$ cat config.mk
export PLATFORM = sky130hd
export DESIGN_NAME = wrprot_gate
export DESIGN_NICKNAME = d
export VERILOG_FILES = /design/src/rtl/wrprot_pkg.sv /design/src/rtl/wrprot_window.sv /design/src/rtl/wrprot_matcher.sv /design/src/rtl/wrprot_keystate.sv /design/src/rtl/wrprot_gate.sv
export SDC_FILE = /design/constraint.sdc
export NUM_CORES = 1
export LEC_CHECK = 0
export BUFFER_PORTS_ARGS = -buffer_cell sky130_fd_sc_hd__buf_2
export CAP_MARGIN = 25
export CORE_MARGIN = 2
export CORE_UTILIZATION = 40
export CTS_CLUSTER_DIAMETER = 50
export DETAILED_ROUTE_END_ITERATION = 10
export GPL_TIMING_DRIVEN = 0
export HOLD_SLACK_MARGIN = 0.1
export PLACE_DENSITY = 0.64
export SYNTH_ARGS = -nofsm -noshare
export SYNTH_HDL_FRONTEND = slang
export SYNTH_SLANG_ARGS = --single-unit
$ cat constraint.sdc
create_clock -name clk -period 4 [get_ports clk]
set_clock_uncertainty 0.2 [all_clocks]
set_input_delay 1.2 -clock clk [delete_from_list [all_inputs] [get_ports clk]]
set_output_delay 1.2 -clock clk [all_outputs]
set_load 0.02 [all_outputs]
$ cat src/rtl/wrprot_pkg.sv
package wrprot_pkg;

    localparam int CMD_AW = 15;
    localparam int CODE_W = 8;

    localparam logic [CMD_AW-1:0] KEY_ADDR_A = 15'h5555;
    localparam logic [CMD_AW-1:0] KEY_ADDR_B = 15'h2AAA;

    localparam logic [CODE_W-1:0] CODE_FIRST  = 8'hAA;
    localparam logic [CODE_W-1:0] CODE_SECOND = 8'h55;
    localparam logic [CODE_W-1:0] CODE_LOCK   = 8'hA0;
    localparam logic [CODE_W-1:0] CODE_EXTEND = 8'h80;
    localparam logic [CODE_W-1:0] CODE_FREE   = 8'h20;

    // Progress through the command sequences; the disable sequence shares
    // its first two steps with the enable sequence.
    typedef enum logic [2:0] {
        SQ_IDLE,
        SQ_E1,
        SQ_E2,
        SQ_D3,
        SQ_D4,
        SQ_D5
    } seq_state_t;

    typedef struct packed {
        logic       hit;
        logic       arm;
        logic       disarm;
        seq_state_t nxt;
    } step_res_t;

    function automatic step_res_t eval_step(
        input seq_state_t        cur,
        input logic [CMD_AW-1:0] a,
        input logic [CODE_W-1:0] d
    );
        step_res_t r;
        logic at_a;
        logic at_b;
        r     = '0;
        r.nxt = SQ_IDLE;
        at_a  = (a == KEY_ADDR_A);
        at_b  = (a == KEY_ADDR_B);
        case (cur)
            SQ_IDLE: if (at_a && d == CODE_FIRST) begin
                r.hit = 1'b1; r.nxt = SQ_E1;
            end
            SQ_E1: if (at_b && d == CODE_SECOND) begin
                r.hit = 1'b1; r.nxt = SQ_E2;
            end
            SQ_E2: begin
                if (at_a && d == CODE_LOCK) begin
                    r.hit = 1'b1; r.arm = 1'b1; r.nxt = SQ_IDLE;
                end else if (at_a && d == CODE_EXTEND) begin
                    r.hit = 1'b1; r.nxt = SQ_D3;
                end
            end
            SQ_D3: if (at_a && d == CODE_FIRST) begin
                r.hit = 1'b1; r.nxt = SQ_D4;
            end
            SQ_D4: if (at_b && d == CODE_SECOND) begin
                r.hit = 1'b1; r.nxt = SQ_D5;
            end
            SQ_D5: if (at_a && d == CODE_FREE) begin
                r.hit = 1'b1; r.disarm = 1'b1; r.nxt = SQ_IDLE;
            end
            default: ;
        endcase
        return r;
    endfunction

endpackage

$ cat src/rtl/wrprot_window.sv
module wrprot_window #(
    parameter int WINDOW_CYC = 16
) (
    input  logic clk,
    input  logic rst,
    input  logic stb,
    output logic expire
);
    localparam int CW = $clog2(WINDOW_CYC + 1);
    localparam logic [CW-1:0] LIM  = CW'(WINDOW_CYC);
    localparam logic [CW-1:0] LAST = CW'(WINDOW_CYC - 1);

    logic [CW-1:0] gap_q;

    // Fires in the idle cycle that ends the window.
    assign expire = !stb && (gap_q == LAST);

    always_ff @(posedge clk) begin
        if (rst) begin
            gap_q <= LIM;
        end else if (stb) begin
            gap_q <= '0;
        end else if (gap_q != LIM) begin
            gap_q <= gap_q + 1'b1;
        end
    end

    AST_WIN_BOUNDED: assert property (@(posedge clk) disable iff (rst)
        gap_q <= LIM);
    AST_WIN_RESTART: assert property (@(posedge clk) disable iff (rst)
        stb |=> gap_q == '0);

endmodule

$ cat src/rtl/wrprot_matcher.sv
module wrprot_matcher
    import wrprot_pkg::*;
(
    input  logic              clk,
    input  logic              rst,
    input  logic              stb,
    input  logic [CMD_AW-1:0] addr,
    input  logic [CODE_W-1:0] data,
    input  logic              expire,
    output logic              cmd_hit,
    output logic              arm,
    output logic              disarm
);
    seq_state_t state_q;
    step_res_t  res;

    always_comb begin
        res     = eval_step(state_q, addr, data);
        cmd_hit = stb && res.hit;
        arm     = stb && res.arm;
        disarm  = stb && res.disarm;
    end

    always_ff @(posedge clk) begin
        if (rst) begin
            state_q <= SQ_IDLE;
        end else if (stb) begin
            state_q <= res.nxt;
        end else if (expire) begin
            state_q <= SQ_IDLE;
        end
    end

    AST_SEQ_TIMEOUT: assert property (@(posedge clk) disable iff (rst)
        expire |=> state_q == SQ_IDLE);
    AST_MISS_TO_IDLE: assert property (@(posedge clk) disable iff (rst)
        (stb && !cmd_hit) |=> state_q == SQ_IDLE);
    AST_DISARM_END: assert property (@(posedge clk) disable iff (rst)
        disarm |=> state_q == SQ_IDLE);

endmodule

$ cat src/rtl/wrprot_keystate.sv
module wrprot_keystate (
    input  logic clk,
    input  logic rst,
    input  logic por_init,
    input  logic arm,
    input  logic disarm,
    input  logic expire,
    output logic prot_q,
    output logic unlock_q
);
    // Protection is cleared only by power-on initialization or disable.
    always_ff @(posedge clk) begin
        if (por_init) begin
            prot_q <= 1'b0;
        end else if (arm) begin
            prot_q <= 1'b1;
        end else if (disarm) begin
            prot_q <= 1'b0;
        end
    end

    always_ff @(posedge clk) begin
        if (por_init || rst) begin
            unlock_q <= 1'b0;
        end else if (arm) begin
            unlock_q <= 1'b1;
        end else if (disarm || expire) begin
            unlock_q <= 1'b0;
        end
    end

    AST_PROT_KEEP_RST: assert property (@(posedge clk) disable iff (por_init)
        (rst && !arm && !disarm) |=> prot_q == $past(prot_q));
    AST_ARM_PROTECTS: assert property (@(posedge clk) disable iff (por_init)
        arm |=> prot_q);
    AST_DISARM_CLEARS: assert property (@(posedge clk) disable iff (por_init)
        disarm |=> !prot_q);
    AST_KEY_NEEDS_PROT: assert property (@(posedge clk) disable iff (por_init || rst)
        unlock_q |-> prot_q);

endmodule

$ cat src/rtl/wrprot_gate.sv
module wrprot_gate
    import wrprot_pkg::*;
#(
    parameter int ADDR_W     = 17,
    parameter int DATA_W     = 8,
    parameter int WINDOW_CYC = 16
) (
    input  logic              clk,
    input  logic              rst,
    input  logic              por_init,
    input  logic              wr_stb,
    input  logic [ADDR_W-1:0] wr_addr,
    input  logic [DATA_W-1:0] wr_data,
    output logic              prot_on,
    output logic              wr_permit,
    output logic              dummy_req
);
    logic expire;
    logic cmd_hit;
    logic arm;
    logic disarm;
    logic prot_q;
    logic unlock_q;

    generate
        if (ADDR_W > CMD_AW) begin : g_addr_hi
            logic unused_addr_hi;
            assign unused_addr_hi = ^wr_addr[ADDR_W-1:CMD_AW];
        end
        if (DATA_W > CODE_W) begin : g_data_hi
            logic unused_data_hi;
            assign unused_data_hi = ^wr_data[DATA_W-1:CODE_W];
        end
    endgenerate

    wrprot_window #(.WINDOW_CYC(WINDOW_CYC)) u_window (
        .clk    (clk),
        .rst    (rst || por_init),
        .stb    (wr_stb),
        .expire (expire)
    );

    wrprot_matcher u_matcher (
        .clk     (clk),
        .rst     (rst || por_init),
        .stb     (wr_stb),
        .addr    (wr_addr[CMD_AW-1:0]),
        .data    (wr_data[CODE_W-1:0]),
        .expire  (expire),
        .cmd_hit (cmd_hit),
        .arm     (arm),
        .disarm  (disarm)
    );

    wrprot_keystate u_keystate (
        .clk      (clk),
        .rst      (rst),
        .por_init (por_init),
        .arm      (arm),
        .disarm   (disarm),
        .expire   (expire),
        .prot_q   (prot_q),
        .unlock_q (unlock_q)
    );

    assign prot_on   = prot_q;
    assign wr_permit = wr_stb && !cmd_hit && (!prot_q || unlock_q);
    assign dummy_req = wr_stb && !cmd_hit && prot_q && !unlock_q;

    AST_CMD_NOT_STORED: assert property (@(posedge clk) disable iff (rst || por_init)
        cmd_hit |-> !wr_permit && !dummy_req);
    AST_ONE_OUTCOME: assert property (@(posedge clk) disable iff (rst || por_init)
        wr_stb |-> $countones({cmd_hit, wr_permit, dummy_req}) == 1);
    AST_NO_IDLE_ACTION: assert property (@(posedge clk) disable iff (rst || por_init)
        !wr_stb |-> !wr_permit && !dummy_req && !cmd_hit);

endmodule

After elaboration in Yosys (flattened, before gate mapping)
Index checks and enable logic that the tools add are counted. W data, S select, Z words.

Register bits after elaboration: 10. Output and inout bits: 3. Input port bits: 29.

Reductions and logical operators: 28. Add/subtract/negate cells: 1. Mux-type cells: 25. Equality and inequality tests: 14.

Operators with widths (number): $eq A8 B8 Y1 const B (3); $pmux W3 S6 (1); $eq A15 B14 Y1 const B (1); $eq A15 B15 Y1 const B (1); $mux W3 (5); $logic_and A1 B1 Y1 (13); $mux W1 (13); $mux W5 (2); $eq A8 B6 Y1 const B (1); $eq A8 B7 Y1 const B (1); $reduce_bool A2 Y1 (4); $eq A3 B2 Y1 const B (2); $eq A3 B3 Y1 const B (2); $reduce_or A2 Y1 (3); $add A5 B1 Y5 const B (1); $eq A5 B4 Y1 const B (1); $ne A5 B5 Y1 const B (1); $logic_not A1 Y1 (4); $mux W2 (2); $mux W4 (1); $pmux W1 S4 (1); $eq A3 B1 Y1 const B (1); $logic_not A3 Y1 (1); $logic_or A1 B1 Y1 (3).

Depth between registers and ports, before layout
Depth in word-level cells: 10. Mapped depth: 7. Mapped depth without buffers: 7.

Modules after synthesis
Synthesis repeated with hierarchy kept, for this count alone.

Cells, all modules: 105. Area total of the unflattened synthesis: 899.6 µm².

By module, submodules not included: wrprot_matcher (times used 1, area an instance 473.0 µm², cells each 63); wrprot_window (times used 1, area an instance 309.0 µm², cells each 31); wrprot_keystate (times used 1, area an instance 76.3 µm², cells each 7); wrprot_gate (times used 1, area an instance 41.3 µm², cells each 4).

Worst setup path before layout
No wires, ideal clock.

Path type: input to output. Start point: input wr_addr[13]. End point: output dummy_req. Arrival time: 2.431 ns. Path slack: 0.169 ns. Buffers on the path: 1. Required time: 2.600 ns. Cell stages on the path: 5. Cells stage by stage: or3b_1 or3_1 buf_2 a311oi_1 nor3b_1.

Longest elaborated chain between the ends: 10.

RTL lines: start, declared (RTL line wrprot_gate.sv:12) `input logic [ADDR_W-1:0] wr_addr,`; $eq A15 B15 Y1 (RTL line wrprot_pkg.sv:43) `at_a = (a == KEY_ADDR_A);`; $logic_and A1 B1 Y1 (RTL line wrprot_pkg.sv:55) `end else if (at_a && d == CODE_EXTEND) begin`; $mux W1 (RTL line wrprot_pkg.sv:55); $mux W1 (RTL line wrprot_pkg.sv:53) `if (at_a && d == CODE_LOCK) begin`; $pmux W1 S4 * (RTL line wrprot_pkg.sv:45) `case (cur)`; $logic_and A1 B1 Y1 * (RTL line wrprot_matcher.sv:19) `cmd_hit = stb && res.hit;`; $logic_not A1 Y1 * (RTL line wrprot_gate.sv:68) `assign dummy_req = wr_stb && !cmd_hit && prot_q && !unlock_q;`; $logic_and A1 B1 Y1 * (3 in series) (RTL line wrprot_gate.sv:68); end, declared (RTL line wrprot_gate.sv:16) `output logic dummy_req`.

Every way passes the cells marked *; elsewhere a longest branch is shown, timed or not.

Final worst setup path
Start point: input wr_addr[0]. End point: output wr_permit.

Longest elaborated chain between the ends: 9.

RTL lines: $eq A15 B15 Y1 (RTL line wrprot_pkg.sv:43); $logic_and A1 B1 Y1 (RTL line wrprot_pkg.sv:55); $mux W1 (RTL line wrprot_pkg.sv:55); $mux W1 (RTL line wrprot_pkg.sv:53); $pmux W1 S4 * (RTL line wrprot_pkg.sv:45); $logic_and A1 B1 Y1 * (RTL line wrprot_matcher.sv:19); $logic_not A1 Y1 * (RTL line wrprot_gate.sv:67) `assign wr_permit = wr_stb && !cmd_hit && (!prot_q || unlock_q);`; $logic_and A1 B1 Y1 * (2 in series) (RTL line wrprot_gate.sv:67); end, declared (RTL line wrprot_gate.sv:15) `output logic wr_permit,`.

Marks and branches as above.

==> metrics.cfg <==
[drt]
drt.antenna.violating_nets = 0
vias = 963
drc = 0
dr.pass1.iters = 4
drt-initial-drc-count = 13
wl_per_cell_um = 14.0
viasPerCell = 5.80
wl_mm = 2.33

[worst_setup_path]
critPathRequiredTime_ns = 2.60
critical_path_arrival_ns = 2.63
start_kind = input port
cpPeakStageDelay_ns = 0.38
worstSetupPathType = input port to primary output
cp_max_fo = 4
end_kind = primary output
crit_chain = buf_2, nor4bb_1, nand4_1, buf_4, o41ai_4, nor3_1, buf_2
cpMaxStageDelayCell = o41ai_4
cpMostUsedCell = buf_2

[clock_network]
clk_latency_ns = 0.26
root_buffer = clkbuf_4
clkTransAtPathRegs_ns = 0.06
clockBufferDepth = 2
tritoncts = built
cts_sinks = 10
hold_buffers = 0
h-tree-depth = 1
cts_made_buffers = 3

[power_and_ir_drop]
power_uw = 207
power.density_nw_per_um2 = 183
leakage_nw = 0.467
worst_ir_drop_vdd_mv = 0.155

[layout]
final_nets = 173
diodes = 0
regArea_um2 = 200
final_area_um2 = 1130
area_delta_synth_final_pct = 31.2
layout_common_cells = buf_2 (24), dfxtp_1 (10), nand2_1 (9)
layout_commonest_cell = buf_2
fin_util_pct = 56.5
drive_above_1_share_pct = 30.2
multi_input_area_um2 = 668
nFillCells = 207

[synthesis]
synthArstFlopShare_pct = 0
syn_area_um2 = 862
avgSynthCellArea_um2 = 7.98
yosys_register_bits = 10
ys.flop_type = dfxtp_1
seq_area_frac_synth_pct = 23.2
ys_types = 44
synth_warnings = 0
synth-edff-count = 0
syn_inst = 108
synth_fp_nets = 140

[status]
status = finished with violations
violations = negative setup slack

[timing]
setup_violations = 2
max_slew_margin_pct = 62.7
rsz0062_at_grt = true
fin_crit_ns = 4.03
hold_slack_ns = 0.274
final.period_utilization_pct = 101
worst_pin_slew_ns = 0.556
setup_ws_ns = -0.0284
slew_viol_final = 0
hold_viol = 0
max_freq_ghz = 0.248
setup_tns_ns = -0.0484

[grt]
antenna_found_initial = 0
grtUsageTotal_pct = 19.6
grt_pass1_vias = 886
grt_max_degree = 11
grt_first_pass_wirelength_mm = 3.88
gr-total-overflow = 0

[floorplan]
core_area_um2 = 2000
num_rows = 16
die_x_um = 50.4
die-area_um2 = 2540
die_h_um = 50.4
pin_count = 32
start_util_pct = 43.1

[min_path]
min_path_type = flop to flop

[placement]
dp_hpwl_mm = 1.75
place.gp.congestion = 0.787
place_area_um2 = 1030
portBuffers = 27

[flow_run]
cap_viol_max_count = 0

[timing repair]
| action | in CTS | in global routing |
|---|---|---|
| endpoints found under the setup margin | 2 | 2 |
| buffers inserted | 1 | 2 |
| pin swaps | 0 | 5 |
| resized for setup | 6 | 7 |
[power breakdown]
| group | switching (mW) | internal (mW) | total [mW] |
|---|---|---|---|
| logic | 0.0213 | 0.0201 | 0.0414 |
| clock network | 0.0302 | 0.0345 | 0.0647 |
| registers | 0.000353 | 0.100 | 0.101 |
| total | 0.0518 | 0.155 | 0.207 |
[flip-flops by register name (all words and copies together), names as in the netlist]
name                 flops
u_window.gap_q           5
u_matcher.state_q        3
u_keystate.prot_q        1
u_keystate.unlock_q      1
[worst paths after layout]
check	startpoint	cells after the start	slack [ns]	end
worst min register to register	u_keystate.prot_q	2	0.27	u_keystate.prot_q
worst max register to register	u_matcher.state_q[2]	3	2.03	u_keystate.prot_q
worst max-delay path	wr_addr[0]	7	-0.03	wr_permit
worst min-delay path	u_keystate.prot_q	2	0.27	u_keystate.prot_q
[cells by family after synthesis]
kind of cell / Yosys count / synth area share, %
compound gates: 17 / 14.5
xor+xnor: 4 / 4.06
fa+ha+maj: 3 / 4.35
buf+inv: 11 / 5.66
flops: 10 / 23.2
mux: 1 / 1.16
simple gates: 62 / 47.0
[synthesized netlist by cell type, types with 2 or more instances]
library cell	instances	share of area [%]
o41ai_1	4	4.1
nand4_1	4	2.9
nor2b_1	2	1.5
nor4_1	4	2.9
nand3_1	5	2.9
inv_1	5	2.2
ha_1	3	4.4
a21oi_1	2	1.2
xnor2_1	3	3.0
dfxtp_1	10	23
clkbuf_1	4	1.7
o21ai_1	3	1.7
nor4b_1	4	4.1
nor3_1	5	2.9
nor2_1	8	3.5
nor4bb_1	3	3.5
nand4b_1	2	2.0
nand4bb_1	3	3.9
nand2_1	9	3.9
[per-stage QoR]
stage	std cells	setup slack [ns]
2_1_floorplan	108	0.169
3_3_place_gp	162	-0.0947
3_5_place_dp	162	-0.107
4_1_cts	165	0.000459
5_1_grt	166	-0.106
6_report	166	-0.0284
[area by class of cell]
cell class              instances  area share (%)
multi-input cells              87            59.1
flip-flops and latches         10            17.7
repair buffers                 30            15.3
well taps                      27            2.99
clock buffers                   3            1.99
inverters                       5            1.66
plain buffers                   4            1.33
[critical path, delay by kind of cell]
kind | cells | cell delay, ns
simple gates | 3 | 0.59
compound gates | 1 | 0.38
buf+inv | 3 | 0.45
[metal layers]
metal	vias up	GRT usage, %	routed length, um
li1	482	-	-
met1	461	22.8	973
met2	18	35.7	1260
met3	2	5.36	78
met4	0	4.05	12
met5	-	0	0
No activity file was read; power rests on OpenSTA's default activity.
